<file path="src/rtl/status_guard_pkg.sv">
package status_guard_pkg;

  typedef struct packed {
    logic loadPend;
    logic dropPend;
    logic commitPend;
    logic welSet;
    logic welClr;
    logic softClr;
  } guardStrobe_t;

  localparam int RSV_W = 3;

  function automatic logic inProtRange(input logic [1:0] bpCode, input logic [1:0] topBits);
    logic hit;
    case (bpCode)
      2'b00:   hit = 1'b0;
      2'b01:   hit = &topBits;
      2'b10:   hit = topBits[1];
      default: hit = 1'b1;
    endcase
    return hit;
  endfunction

endpackage

</file>
<file path="src/rtl/status_guard_ctrl.sv">
module status_guard_ctrl
  import status_guard_pkg::*;
(
  input  logic         clk,
  input  logic         rstN,
  input  logic         softRst,
  input  logic         csSel,
  input  logic         wpN,
  input  logic         setWel,
  input  logic         clrWel,
  input  logic         statWrReq,
  input  logic         busy,
  input  logic         wpen,
  input  logic         wel,
  input  logic         pendValid,
  output guardStrobe_t stb,
  output logic         statWrOk,
  output logic         statWrStart
);

  logic prevCs;
  logic prevWpN;
  logic startQ;
  logic csFall;
  logic wpFall;
  logic hwLock;

  assign csFall   = prevCs & ~csSel;
  assign wpFall   = prevWpN & ~wpN;
  assign hwLock   = ~wpN & wpen;
  assign statWrOk = wel & ~busy & ~hwLock;

  always_comb begin
    stb            = '0;
    stb.softClr    = softRst;
    stb.welClr     = softRst | clrWel;
    stb.welSet     = ~softRst & setWel & ~clrWel;
    stb.commitPend = ~softRst & pendValid & csFall & statWrOk;
    stb.dropPend   = ~softRst & pendValid & (csFall | (csSel & wpFall & wpen));
    stb.loadPend   = ~softRst & ~stb.dropPend & statWrReq & csSel & statWrOk;
  end

  always_ff @(posedge clk or negedge rstN) begin
    if (!rstN) begin
      prevCs  <= 1'b0;
      prevWpN <= 1'b1;
      startQ  <= 1'b0;
    end else if (softRst) begin
      prevCs  <= 1'b0;
      prevWpN <= 1'b1;
      startQ  <= 1'b0;
    end else begin
      prevCs  <= csSel;
      prevWpN <= wpN;
      startQ  <= stb.commitPend;
    end
  end

  assign statWrStart = startQ;

  assert_commit_needs_pend_R8: assert property (@(posedge clk) disable iff (!rstN)
    stb.commitPend |-> (pendValid && !csSel));

  assert_start_single_R8: assert property (@(posedge clk) disable iff (!rstN)
    statWrStart |=> !statWrStart);

endmodule

</file>
<file path="src/rtl/status_guard_dp.sv">
module status_guard_dp
  import status_guard_pkg::*;
#(
  parameter int ADDR_W = 14
) (
  input  logic              clk,
  input  logic              rstN,
  input  guardStrobe_t      stb,
  input  logic [7:0]        statWrData,
  input  logic [ADDR_W-1:0] addr,
  input  logic              busy,
  output logic              wpen,
  output logic              wel,
  output logic              pendValid,
  output logic [7:0]        statByte,
  output logic              arrWrOk
);

  localparam int TOP_LO = ADDR_W - 2;

  logic [1:0] bp;
  logic [7:0] pendData;
  logic [1:0] topBits;
  logic [RSV_W-1:0] rsvBits;

  always_ff @(posedge clk or negedge rstN) begin
    if (!rstN) begin
      wpen      <= 1'b0;
      bp        <= 2'b00;
      wel       <= 1'b0;
      pendValid <= 1'b0;
      pendData  <= 8'h00;
    end else begin
      if (stb.commitPend) begin
        wpen <= pendData[7];
        bp   <= pendData[3:2];
      end
      if (stb.dropPend || stb.softClr) begin
        pendValid <= 1'b0;
      end else if (stb.loadPend) begin
        pendValid <= 1'b1;
        pendData  <= statWrData;
      end
      if (stb.welClr) begin
        wel <= 1'b0;
      end else if (stb.welSet) begin
        wel <= 1'b1;
      end
    end
  end

  for (genvar i = 0; i < RSV_W; i++) begin : g_rsv
    assign rsvBits[i] = busy;
  end

  assign topBits  = addr[TOP_LO +: 2];
  assign statByte = {wpen, rsvBits, bp, wel, busy};
  assign arrWrOk  = wel & ~busy & ~inProtRange(bp, topBits);

  assert_nv_hold_R3: assert property (@(posedge clk) disable iff (!rstN)
    !stb.commitPend |=> $stable({wpen, bp}));

  assert_soft_clears_wel_R11: assert property (@(posedge clk) disable iff (!rstN)
    stb.softClr |=> (!wel && !pendValid));

endmodule

</file>
<file path="src/rtl/status_guard.sv">
module status_guard
  import status_guard_pkg::*;
#(
  parameter int ADDR_W = 14
) (
  input  logic              clk,
  input  logic              rstN,
  input  logic              softRst,
  input  logic              csSel,
  input  logic              wpN,
  input  logic              setWel,
  input  logic              clrWel,
  input  logic              statWrReq,
  input  logic [7:0]        statWrData,
  input  logic [ADDR_W-1:0] addr,
  input  logic              busy,
  output logic [7:0]        statByte,
  output logic              arrWrOk,
  output logic              statWrOk,
  output logic              statWrStart
);

  guardStrobe_t stb;
  logic wpen;
  logic wel;
  logic pendValid;

  status_guard_ctrl i_ctrl (
    .clk(clk), .rstN(rstN), .softRst(softRst), .csSel(csSel), .wpN(wpN),
    .setWel(setWel), .clrWel(clrWel), .statWrReq(statWrReq), .busy(busy),
    .wpen(wpen), .wel(wel), .pendValid(pendValid), .stb(stb),
    .statWrOk(statWrOk), .statWrStart(statWrStart)
  );

  status_guard_dp #(.ADDR_W(ADDR_W)) i_dp (
    .clk(clk), .rstN(rstN), .stb(stb), .statWrData(statWrData), .addr(addr),
    .busy(busy), .wpen(wpen), .wel(wel), .pendValid(pendValid),
    .statByte(statByte), .arrWrOk(arrWrOk)
  );

  assert_full_lock_R4: assert property (@(posedge clk) disable iff (!rstN)
    (statByte[3:2] == 2'b11) |-> !arrWrOk);

endmodule

</file>
<file path="config.mk">
export PLATFORM = sky130hd
export DESIGN_NAME = status_guard
export DESIGN_NICKNAME = d
export VERILOG_FILES = /design/src/rtl/status_guard_pkg.sv /design/src/rtl/status_guard_ctrl.sv /design/src/rtl/status_guard_dp.sv /design/src/rtl/status_guard.sv
export SDC_FILE = /design/constraint.sdc
export NUM_CORES = 1
export LEC_CHECK = 0
export BUFFER_PORTS_ARGS = -buffer_cell sky130_fd_sc_hd__clkbuf_2
export CAP_MARGIN = 20
export CORE_MARGIN = 2
export CORE_UTILIZATION = 37
export DETAILED_ROUTE_END_ITERATION = 8
export PLACE_DENSITY = 0.82
export SYNTH_ARGS = -nofsm -noshare
export SYNTH_HDL_FRONTEND = slang
export SYNTH_SLANG_ARGS = --single-unit
</file>
<file path="constraint.sdc">
create_clock -name clk -period 1.3 [get_ports clk]
set_input_delay 0.195 -clock clk [delete_from_list [all_inputs] [get_ports clk]]
set_output_delay 0.195 -clock clk [all_outputs]
set_load 0.01 [all_outputs]
</file>
==> flow_metrics.py <==
metrics = {
    "route": {
        "wirelength_um": 1003,
        "vias": 397,
        "wl_per_cell_um": 12.23,
        "drc_errors": 0,
        "viasPerCell": 4.841,
        "drt-initial-drc-count": 5,
        "ant_nets": 0,
        "firstDrtPassIters": 4,
    },
    "finish": {
        "nFillCells": 125,
        "multi_input_area_um2": 232.7,
        "seq_area_um2": 276.5,
        "nets": 99,
        "final_area_um2": 710.7,
        "fin_util_pct": 53.28,
        "drive_gt1_share_pct": 62.69,
        "num_antenna_cells": 0,
        "area_growth_pct": 32.40,
    },
    "placement": {
        "numPortBuffers": 24,
        "routabilityCongestion": 0.6831,
        "dpl.hpwl_um": 731.4,
        "dpl_cell_area_um2": 638.1,
        "place_ws_ps": 94.62,
    },
    "status": {
        "status": "finished with violations",
        "violations": "negative setup slack",
    },
    "clocking": {
        "cts.sinks": 11,
        "htree_num_levels": 1,
        "clockBufferDepth": 2,
        "clkLatencyLatePin_ps": 260,
        "cts_tree": "yes",
        "clkTransAtPathRegs_ps": 70,
        "cts_buffers": 3,
        "root_buffer": "clkbuf_4",
    },
    "timing": {
        "post-route-min-period_ps": 1440,
        "drv_slew": 0,
        "setup_viol": 1,
        "maxSlewHeadroom_pct": 82.20,
        "tightest_slew_ps": 267.1,
        "skew_ps": 3.581,
        "max_freq_mhz": 694.3,
        "period_share_pct": 110.8,
        "rsz0062_at_grt": "yes",
        "final_hold_viol_count": 0,
        "setup_slack_ps": -140.2,
        "fin_setup_tns_ps": -140.2,
    },
    "logic_synthesis": {
        "postSynthCellCount": 41,
        "yosysMostFrequentCell": "dfrtp_1",
        "synthTopCellsByCount": "dfrtp_1, buf_4, mux2_1, mux2_4, nor2b_1",
        "yosysSeqAreaShare_pct": 51.52,
        "syn_nets": 72,
        "synth_seq_cells": 11,
        "synth_area_leader_cell": "dfrtp_1",
        "yosys-top-cells-area": "dfrtp_1, buf_4, mux2_4",
        "ys_types": 19,
        "synth_edf_count": 0,
        "avgSynthCellArea_um2": 13.09,
        "ys_warn_count": 0,
        "synthFlopType": "dfrtp_1",
        "async_flop_share_pct": 100.0,
        "post_synth_instance_area_um2": 536.8,
        "yosysTopAreaCellShare_pct": 46.62,
    },
    "min_path": {
        "hold_path_depth": 2,
        "min_path_type": "in -> reg",
        "min_from": "clrWel",
        "whs_endpoint": "i_dp.wel$_DFFE_PN0P_",
    },
    "grt": {
        "antenna_found_initial": 0,
        "grt_util_met1_pct": 14.29,
        "grt_pass1_vias": 417,
        "grt_busiest_layer": "met2",
        "grt_pass1_wl_um": 1787,
        "grt_util_met2_pct": 24.38,
        "grt_usage_pct": 13.93,
        "overflow": 0,
        "grt_max_degree": 12,
        "grtUsageMet3_pct": 5.172,
    },
    "worst_setup_path": {
        "path_max_fanout": 4,
        "regToRegSetupSlack_ps": 80,
        "setup.worst_path.start_class": "flop",
        "cp_top_family": "flip-flops",
        "startpoint": "i_dp.bp[1]$_DFFE_PN0P_",
        "cp-end-kind": "output pin",
        "cp_slowest_cell": "dfrtp_1",
        "path_buf_inv": 1,
        "reg2reg_depth": 3,
        "setup.worst_path.class": "reg -> out",
        "cp.required_ps": 1110,
        "cpPeakStageDelay_ps": 420,
        "path_cells": "a21o_1 > a221oi_2 > buf_2",
        "crit_arrival_ps": 1250,
        "reg2reg_from": "i_dp.wpen$_DFFE_PN0P_",
        "r2r-end": "i_dp.pendData[2]$_DFFE_PN0P_",
    },
    "power_and_ir_drop": {
        "p_leak_nw": 0.4132,
        "ir_worst_vdd_uv": 588.4,
        "power.density_nw_per_um2": 971.6,
        "power_uw": 690.5,
    },
    "floorplanning": {
        "die_w_um": 42.09,
        "rows": 13,
        "core_um2": 1334,
        "die_height_um": 42.09,
        "io_pins": 42,
        "start_util_pct": 40.24,
        "die-area_um2": 1772,
    },
    "flow_run": {
        "drv_cap": 0,
    },
}
-- routing by layer --
metal  share of wire (%)  vias up  wire length, um
met5                   0        -                0
met4                 1.0        0               10
met3                 7.9        2               79
met2                  52       19              517
met1                  39      186              396
li1                    -      190                -
-- repair_timing --
item                                    CTS  global route
gates resized for setup                   1             5
hold buffers                              1             0
setup buffers                             2             0
pin swaps                                 1             1
endpoints found under the setup margin    1             2
hold endpoints to repair                 10             0
-- power breakdown --
part	switching, mW	internal (mW)	total [mW]
clock	0.111	0.119	0.230
combinational	0.0379	0.0520	0.0899
sequential	0.00872	0.362	0.371
total	0.158	0.533	0.690
-- layout by cell type, fill, tap and decap left out, types with 2 or more instances in the layout --
cell type	n
buf_4	3
nor2b_4	2
buf_2	2
nor2_1	2
mux2_4	3
clkbuf_4	3
nor2b_1	2
clkbuf_2	22
mux2_1	3
dfrtp_1	10
-- worst max path at each step --
stage / end / cells past startpoint
2_1_floorplan: i_dp.pendData[2]$_DFFE_PN0P_ / 3
3_3_place_gp: i_dp.pendData[2]$_DFFE_PN0P_ / 3
3_5_place_dp: i_dp.pendData[7]$_DFFE_PN0P_ / 3
4_1_cts: arrWrOk / 3
5_1_grt: arrWrOk / 3
6_report: arrWrOk / 3
-- worst reg2reg max path, delay by kind of cell (launching register included) --
kind | cells | cell delay [ps]
simple gates | 2 | 410
flops | 1 | 410
mux | 1 | 300
-- metrics by stage --
step / instances / hold WS (ps)
final: 82 / 77.46
after global routing: 82 / 63.16
after CTS: 82 / 67.21
after detailed placement: 75 / 80.61
after global placement: 75 / 77.74
after floorplan: 41 / -100.6
-- cells by family (layout without fill, tap and decap cells) --
| kind of cell | after synthesis | in the layout | share of synthesized area (%) |
|---|---|---|---|
| mux | 7 | 7 | 16.78 |
| flops | 11 | 11 | 51.52 |
| compound gates | 3 | 3 | 4.663 |
| buf+inv | 7 | 33 | 9.090 |
| simple gates | 13 | 13 | 17.95 |
-- registers in the layout, summed over array words and instances (netlist names) --
name                flops
i_ctrl.prevCs           1
i_ctrl.prevWpN          1
i_ctrl.statWrStart      1
i_dp.bp                 2
i_dp.pendData           3
i_dp.pendValid          1
i_dp.wel                1
i_dp.wpen               1
-- layout make-up --
cell class / count / area share, %
sequential: 11 / 38.91
multi-input combinational: 23 / 32.75
timing repair buffer: 28 / 21.48
clock buffer: 4 / 3.697
tap: 15 / 2.641
inverter: 1 / 0.5282
Note: power is estimated with default switching activity, not from simulation.
